### src/rtl/flg_pkg.sv
// Shared types for the flash protection guard.
// Assumes the 8-bit register layout that the rest of the block decodes.
package flg_pkg;
    typedef struct packed {
        logic       open_mode;  // 1: ranges protect, 0: ranges are windows
        logic       rsv;        // reserved nonvolatile bit, read-only
        logic       hi_dis;     // high range off
        logic [1:0] hi_sz;      // high range size code
        logic       lo_dis;     // low range off
        logic [1:0] lo_sz;      // low range size code
    } prot_t;
endpackage

### src/rtl/flg_range_hit.sv
// Tells whether an offset falls inside a power-of-two range that is anchored
// at one end of a flash block. The range size is 2^(BASE_LOG + size_code) bytes.
// Assumes BASE_LOG + 3 < OFF_W, so that the largest range is smaller than the block.
module flg_range_hit #(
    parameter int OFF_W    = 17,
    parameter int BASE_LOG = 11,
    parameter bit AT_TOP   = 1'b1
) (
    input  logic [OFF_W-1:0] offset,
    input  logic [1:0]       size_code,
    output logic             hit
);
    localparam logic [OFF_W-1:0] ALL_ONES = {OFF_W{1'b1}};

    generate
        if (AT_TOP) begin : g_top
            // Top-anchored: every bit above the range size is one.
            always_comb begin
                hit = ((offset >> (BASE_LOG + int'(size_code))) ==
                       (ALL_ONES >> (BASE_LOG + int'(size_code))));
            end
        end else begin : g_bottom
            // Bottom-anchored: every bit above the range size is zero.
            always_comb begin
                hit = ((offset >> (BASE_LOG + int'(size_code))) == '0);
            end
        end
    endgenerate
endmodule

### src/rtl/flg_decide.sv
// Works out whether one request hits protected flash under one block's setting.
// A single-sector request checks the offset. A mass erase is refused when any
// part of the block is protected.
// Assumes the two ranges together never cover the whole block.
module flg_decide #(
    parameter int OFF_W   = 17,
    parameter int HI_LOG  = 11,
    parameter int LO_LOG  = 9
) (
    input  logic             open_mode,
    input  logic             hi_dis,
    input  logic [1:0]       hi_sz,
    input  logic             lo_dis,
    input  logic [1:0]       lo_sz,
    input  logic             mass,
    input  logic [OFF_W-1:0] offset,
    output logic             blocked
);
    logic hi_hit;
    logic lo_hit;
    logic in_range;

    flg_range_hit #(.OFF_W(OFF_W), .BASE_LOG(HI_LOG), .AT_TOP(1'b1)) u_hi (
        .offset(offset), .size_code(hi_sz), .hit(hi_hit)
    );

    flg_range_hit #(.OFF_W(OFF_W), .BASE_LOG(LO_LOG), .AT_TOP(1'b0)) u_lo (
        .offset(offset), .size_code(lo_sz), .hit(lo_hit)
    );

    // Combine the range hits according to the mode and request kind.
    always_comb begin
        in_range = (!hi_dis && hi_hit) || (!lo_dis && lo_hit);
        if (mass) begin
            blocked = open_mode ? !(hi_dis && lo_dis) : 1'b1;
        end else begin
            blocked = open_mode ? in_range : !in_range;
        end
    end
endmodule

### src/rtl/flg_prot_reg.sv
// Protection register for one flash block. It loads the configuration byte
// while reset is low. After that, it takes a write only when the write leaves
// every address at least as protected as before. Bits 7 and 6 never change
// after reset.
module flg_prot_reg
    import flg_pkg::*;
(
    input  logic       clk,
    input  logic       rst_n,
    input  logic [7:0] cfg_byte,
    input  logic       wr_en,
    input  logic [5:0] wdata_lo,
    output prot_t      prot_q
);
    prot_t cand;
    logic  hi_ok;
    logic  lo_ok;

    // Build the candidate value and judge each range against the current one.
    always_comb begin
        cand = prot_t'({prot_q.open_mode, prot_q.rsv, wdata_lo});
        if (prot_q.open_mode) begin
            hi_ok = prot_q.hi_dis ||
                    (!cand.hi_dis && (cand.hi_sz >= prot_q.hi_sz));
            lo_ok = prot_q.lo_dis ||
                    (!cand.lo_dis && (cand.lo_sz >= prot_q.lo_sz));
        end else begin
            hi_ok = cand.hi_dis ||
                    (!prot_q.hi_dis && (cand.hi_sz <= prot_q.hi_sz));
            lo_ok = cand.lo_dis ||
                    (!prot_q.lo_dis && (cand.lo_sz <= prot_q.lo_sz));
        end
    end

    // Load at reset, then apply only writes that tighten protection.
    always_ff @(posedge clk) begin
        if (!rst_n) begin
            prot_q <= prot_t'(cfg_byte);
        end else if (wr_en && hi_ok && lo_ok) begin
            prot_q <= cand;
        end
    end
endmodule

### src/rtl/flash_prot_guard.sv
// Top of the flash protection guard. It holds one protection register per
// flash block, a register bus steered by the bank select, a per-request
// allow/deny decision, and a sticky violation flag that is cleared by writing 1.
// Assumes NUM_BLOCKS is a power of two and that requests are judged in the
// cycle they are presented.
module flash_prot_guard
    import flg_pkg::*;
#(
    parameter int NUM_BLOCKS = 4,
    parameter int OFF_W      = 17,
    parameter int HI_LOG     = 11,
    parameter int LO_LOG     = 9,
    localparam int BSEL_W    = $clog2(NUM_BLOCKS)
) (
    input  logic              clk,
    input  logic              rst_n,
    input  logic [7:0]        cfg_byte,
    input  logic [BSEL_W-1:0] bank_sel,
    input  logic              reg_addr,
    input  logic              reg_wr,
    input  logic [7:0]        reg_wdata,
    output logic [7:0]        reg_rdata,
    input  logic              cmd_valid,
    input  logic              cmd_mass,
    input  logic [BSEL_W-1:0] cmd_block,
    input  logic [OFF_W-1:0]  cmd_offset,
    output logic              cmd_allow,
    output logic              cmd_deny,
    output logic              viol_flag
);
    prot_t                     blk_q [NUM_BLOCKS];
    logic [8*NUM_BLOCKS-1:0]   prot_flat;
    prot_t                     cmd_prot;
    logic                      blocked;
    logic                      viol_q;
    logic                      clear_req;

    generate
        for (genvar b = 0; b < NUM_BLOCKS; b++) begin : g_blk
            flg_prot_reg u_reg (
                .clk      (clk),
                .rst_n    (rst_n),
                .cfg_byte (cfg_byte),
                .wr_en    (reg_wr && !reg_addr && (bank_sel == BSEL_W'(b))),
                .wdata_lo (reg_wdata[5:0]),
                .prot_q   (blk_q[b])
            );
            assign prot_flat[8*b +: 8] = blk_q[b];
        end
    endgenerate

    // Read mux: the protection register of the selected bank, or the status register.
    always_comb begin
        reg_rdata = reg_addr ? {7'b0, viol_q} : 8'(blk_q[bank_sel]);
    end

    assign cmd_prot = blk_q[cmd_block];

    flg_decide #(.OFF_W(OFF_W), .HI_LOG(HI_LOG), .LO_LOG(LO_LOG)) u_decide (
        .open_mode (cmd_prot.open_mode),
        .hi_dis    (cmd_prot.hi_dis),
        .hi_sz     (cmd_prot.hi_sz),
        .lo_dis    (cmd_prot.lo_dis),
        .lo_sz     (cmd_prot.lo_sz),
        .mass      (cmd_mass),
        .offset    (cmd_offset),
        .blocked   (blocked)
    );

    // Request verdict: denied when the flag is pending or the target is protected.
    always_comb begin
        cmd_deny  = cmd_valid && (viol_q || blocked);
        cmd_allow = cmd_valid && !viol_q && !blocked;
        clear_req = reg_wr && reg_addr && reg_wdata[0];
    end

    // Sticky violation flag: a deny sets it, a write of 1 clears it, and set wins.
    always_ff @(posedge clk) begin
        if (!rst_n) begin
            viol_q <= 1'b0;
        end else if (cmd_deny) begin
            viol_q <= 1'b1;
        end else if (clear_req) begin
            viol_q <= 1'b0;
        end
    end

    assign viol_flag = viol_q;
endmodule

### config.mk
export PLATFORM = sky130hd
export DESIGN_NAME = flash_prot_guard
export DESIGN_NICKNAME = d
export VERILOG_FILES = /design/src/rtl/flg_pkg.sv /design/src/rtl/flg_range_hit.sv /design/src/rtl/flg_decide.sv /design/src/rtl/flg_prot_reg.sv /design/src/rtl/flash_prot_guard.sv
export SDC_FILE = /design/constraint.sdc
export NUM_CORES = 1
export LEC_CHECK = 0
export ABC_AREA = 1
export CAP_MARGIN = 20
export CORE_MARGIN = 10
export CORE_UTILIZATION = 45
export DETAILED_ROUTE_END_ITERATION = 12
export PLACE_DENSITY = 0.77
export SLEW_MARGIN = 30
export SYNTH_ARGS = -nofsm -noshare
export SYNTH_HDL_FRONTEND = slang
export SYNTH_HIERARCHICAL = 1
export SYNTH_SLANG_ARGS = --single-unit
### constraint.sdc
create_clock -name clk -period 2.4 [get_ports clk]
set_input_delay 0.48 -clock clk [delete_from_list [all_inputs] [get_ports clk]]
set_output_delay 0.48 -clock clk [all_outputs]
set_load 0.01 [all_outputs]
== Word-level counts from Yosys, hierarchy flattened ==
Index checks and enable logic that the tools add are counted.

* $add $sub $neg: 2
* Magnitude comparators: 18
* Equality and inequality tests: 8
* Shift operators: 3
* Multiplexer cells: 28
* Bitwise gates (word level): 2
* Reductions and logical operators: 75

{| class="wikitable"
|+ Operator list
! operator !! count
|-
| 8-bit 2-to-1 mux || 9
|-
| 17-bit by 32-bit >> shifter with 17-bit output || 2
|-
| 1-bit logical AND || 37
|-
| 8-bit binary-select mux with 2-bit select || 2
|-
| 6-bit 2-to-1 mux || 4
|-
| 1-bit logical OR || 18
|-
| 17-bit == test || 1
|-
| 1-bit logical NOT || 17
|-
| 17-bit logical NOT || 1
|-
| 17-bit by 5-bit >> shifter with 17-bit output, first input constant || 1
|-
| 2-bit >= comparator || 8
|-
| 2-bit less-or-equal comparator || 8
|-
| 1-bit 2-to-1 mux || 13
|-
| 4-bit by 2-bit adder with 5-bit output, first input constant || 2
|-
| 2-bit by 1-bit inequality test with 1-bit output, second input constant || 4
|-
| 3-bit >= comparator, second input constant || 2
|-
| 2-bit NOT with 3-bit output || 2
|-
| 2-bit == test, second input constant || 2
|-
| 2-bit by 1-bit == test with 1-bit output, second input constant || 1
|-
| 2-bit logical NOT || 1
|-
| 2-bit nonzero test || 1
|}

* Register bits after elaboration: 33
* Input bits: 43
* Output and inout port bits: 11
* Word-level logic and storage cells: 161

== Longest topological paths before layout ==
* Depth in word-level cells: 15
* Depth in mapped cells: 18
* Gate-level depth less buffers: 17

== By module ==
The synthesis kept the hierarchy.

{| class="wikitable"
|+ By module, submodules not included
! module !! instances !! cells an instance !! area an instance (sq um) !! seq. area each (sq um)
|-
| flg_prot_reg || 4 || 66 || 523.0 || 240.2
|-
| flash_prot_guard || 1 || 129 || 584.3 || 20.0
|-
| flg_decide || 1 || 14 || 58.8 || 0.0
|-
| flg_range_hit at u_decide.u_lo || 1 || 12 || 52.6 || 0.0
|-
| flg_range_hit at u_decide.u_hi || 1 || 11 || 42.5 || 0.0
|}

== Worst setup path after synthesis ==
OpenSTA, ideal clock, no wires.

* Kind: in2out
* Start: input cmd_block[0]
* End: output cmd_allow
* Data arrival time: 1.797 ns
* Data required time: 1.920 ns
* Path slack: 0.123 ns
* Cell stages on the path: 16
* Path buffers: 1
* Cells stage by stage: inv_1 > buf_2 > nor2_1 > o22ai_1 > inv_1 > nand2_1 > nand2_1 > nand2_1 > nand2_1 > nor2_1 > nand2_1 > nand2_1 > nand3_1 > nand2_1 > inv_1 > nor3b_1

{| class="wikitable"
|+ RTL lines
! what !! line !! source
|-
| start, declared || flash_prot_guard.sv:25 || <nowiki>input logic [BSEL_W-1:0] cmd_block,</nowiki>
|-
| end, declared || flash_prot_guard.sv:27 || <nowiki>output logic cmd_allow,</nowiki>
|}

==> impl_results.md <==
* IO Port Bufs at 42
* Net Sw Frac at 0.332
* Sink Count at 33
* H-tree levels at 2
* ANT cells at 0
* PD cells at about 440 mW/mm^2
* Max-cap violation count at 0
* Final Cycle Share at 1.02
* Worst Path Arrival at around 2.0 ns
* Synth async-reset ratio at 0
* Share of the synthesized area in the top cell type at 0.340
* GR Overflow Total at 0
* Die W at slightly below 100 um
* Ys Warns at 6
* Final instance area at ~0.0039 mm^2
* Setup Skew at between 0.007 and 0.008 ns
* Placed Area at ~0.0037 mm^2
* Area of the core at 0.00603 mm^2
* I/O pin cnt at 54
* Initial antenna violation count at 0
* Hold_buf cts at 0
* Worst-Skew Late Latency at approximately 0.29 ns
* Post-Syn Area per Cell at 6.58 um^2
* Post-synth EDFFs at 32
* Synth Area in Compound Gates at 0.0915
* Total leakage power at 2.12 nW
* Via Count at around 3200
* FMAX at ~410 MHz
* Clock Power Share at 0.238
* Area growth from synthesis to layout at 38.3%
* Power, Total at roughly 1.7 mW
* Clock-pin slew on the worst setup and hold paths at ~0.070 ns
* Rel. slew slack at 0.809
* DR DRC count at 0
* Least-Margin Pin Slew at ~0.29 ns
* Slowest cell on the critical path: edfxtp_1
* Setup CP Type: register to output pin
* Post-Synth Simple-Gate Area at 0.356
* Overall die height at 99.3 um
* Largest net degree at the start of global routing at 13
* Syn Inst Count at 430
* Routed WL per cell at approximately 15 um
* CTS tree: built
* Critical Path End Type: output pin
* Iter 0 DRT Violations at about 360
* Initial DRT Pass Iterations at 5
* GR Util All Layers at 0.182
* Vias per cell at around 5.1
* Synth cell types at 25
* Synth Area in XOR/XNOR at 0
* Syn Nets at approximately 500
* Critical Path RT at ~1.9 ns
* Max rail drop VDD at between 0.2 and 0.3 mV
* Hold Path Class: register to register
* Synth Cell Area at roughly 0.0028 mm^2
* Largest family of logic cells by synthesized area: simple AND/OR/NAND/NOR gates
* Worst path max stage delay at between 0.4 and 0.5 ns
* Yosys top cell by area: edfxtp_1
* Int Pwr at about 1.2 mW
* Synth Area in Adders at 0.0707
* Placer Congestion at between 0.9 and 1
* RSZ-0062 raised after global routing: yes
* Sequential element share of the synthesized area at 0.347
* Comb power frac at 0.343
* Setup WS post-layout at -0.0528 ns
* Net Sw Power at 572 uW
* Flip-flop and latch count after synthesis at 33
* Vias in the first global route at just over 3000
* Fin crit period at about 2.5 ns
* Startpoint types: register
* Final wirelength at about 9300 um
* Synth top area cells: edfxtp_1, nand2_1, inv_1
* Status: finished, violations left
* Share of cells above drive strength 1 at 0.197
* Dpl ws at -0.948 ns
* First-pass GRT wire length at around 15000 um
* Placed wire-length estimate at roughly 7600 um
* Final nets at around 600
* Antenna Nets Post-Route at 0
* Initial core utilization at 0.470
* Num CTS Buffers at 5
* Main synth FF type: edfxtp_1
* Mux contribution to synthesized area at 0
* Crit-path max FO at 2
* Row cnt at 28
* Final setup violation count at 2
* Violated checks: negative setup slack
* CTS root buffer: clkbuf_8
* Critical-path cell list: o21ai_2 > o22ai_2 > nor2_1 > nor2_1 > nor2_1 > nor2_2 > nand2_1 > nand2_1 > nand2_1 > nand2_2 > nand2_2 > inv_2 > o21ai_2 > inv_1 > buf_2
* CTS Buffer Depth at 2
* Die ar. at about 0.01 mm^2
* Final hold vios at 0
* Fin. max-slew vios at 0
* Flop pwr share at 0.419
==> per-layer routing <==
layer	global-route usage	vias to the layer above	share of wire
li1	-	1564	-
met1	0.228	1414	0.43
met2	0.299	159	0.45
met3	0.0401	18	0.094
met4	0.0684	0	0.025
met5	0	-	0
==> registers in the layout, summed over array words and instances, names as in the netlist <==
register            count
g_blk.u_reg/prot_q     32
viol_flag               1
==> Yosys cell counts, types with 2 or more instances <==
cell type,count
nand3_1,33
inv_1,81
nand2_1,156
o21ai_1,9
nand3_2,4
inv_2,2
ha_1,16
buf_2,2
o22ai_1,6
edfxtp_1,32
nor2_1,43
nor3_1,2
buf_6,5
o21bai_1,4
o21ai_0,25
==> placed cells by master (no fill, tap or decap), types with 6 or more instances in the layout <==
cell type        instances
nor2_1                  39
o21ai_1                 12
buf_4                   64
ha_1                    16
nand2_1                154
nand3_1                 33
clkdlybuf4s50_1         27
edfxtp_1                32
o21ai_0                 18
inv_1                   78
dlygate4sd2_1            6
==> worst max-delay path, delay by kind of cell (launching register included) <==
| kind | cells | cell delay (ns) |
|---|---|---|
| compound gates | 3 | 0.40 |
| flops | 1 | 0.46 |
| simple gates | 9 | 0.61 |
| buf+inv | 3 | 0.21 |
==> power groups by stage <==
| stage | logic (mW) | registers (mW) | clock network [mW] |
|---|---|---|---|
| finish | 0.591 | 0.723 | 0.410 |
| global route | 0.656 | 0.726 | 0.432 |
| CTS | 0.578 | 0.720 | 0.415 |
| detailed placement | 0.560 | 0.732 | 0 |
| global placement | 0.543 | 0.733 | 0 |
| floorplan | 0.286 | 0.723 | 0 |
==> timing repair <==
item,4_1_cts,5_1_grt
gates cloned,1,0
buffers inserted,8,0
pin swaps,14,9
gates resized for setup,46,13
setup endpoints to repair,10,5
==> final cells by class <==
cell class	count	area [um^2]
Fill cell	552	2110
Multi-Input combinational cell	306	1520
Sequential cell	33	981
Timing Repair Buffer	109	926
Inverter	83	317
Tap cell	75	93.8
Clock buffer	5	68.8
Clock inverter	3	12.5
==> kinds of logic (layout without fill, tap and decap cells) <==
kind of cell	Yosys count	in the layout
adders and majority gates	16	16
AOI/OAI and AO/OA	47	47
buffers and inverters	91	200
DFF	33	33
and+or+nand+nor	243	243
==> metrics by stage <==
step           cells  setup TNS, ns  hold WS [ns]  utilization
3_5_place_dp     597          -5.23         0.515        0.618
6_report         614         -0.105         0.550        0.650
2_1_floorplan    430              0         0.525            -
4_1_cts          614        -0.0215         0.547        0.643
3_3_place_gp     597          -4.32         0.515        0.618
5_1_grt          614         -0.424         0.613        0.650
==> worst paths after layout <==
kind                            start                  endpoint  slack, ns  depth (start not counted)
max          g_blk[1].u_reg/prot_q[3]                  cmd_deny      -0.05                         15
max reg2reg  g_blk[2].u_reg/prot_q[4]  g_blk[2].u_reg/prot_q[2]       0.43                         12
min reg2reg                 viol_flag                 viol_flag       0.55                          2
min                         viol_flag                 viol_flag       0.55                          2
(Power assumes the default switching activity.)
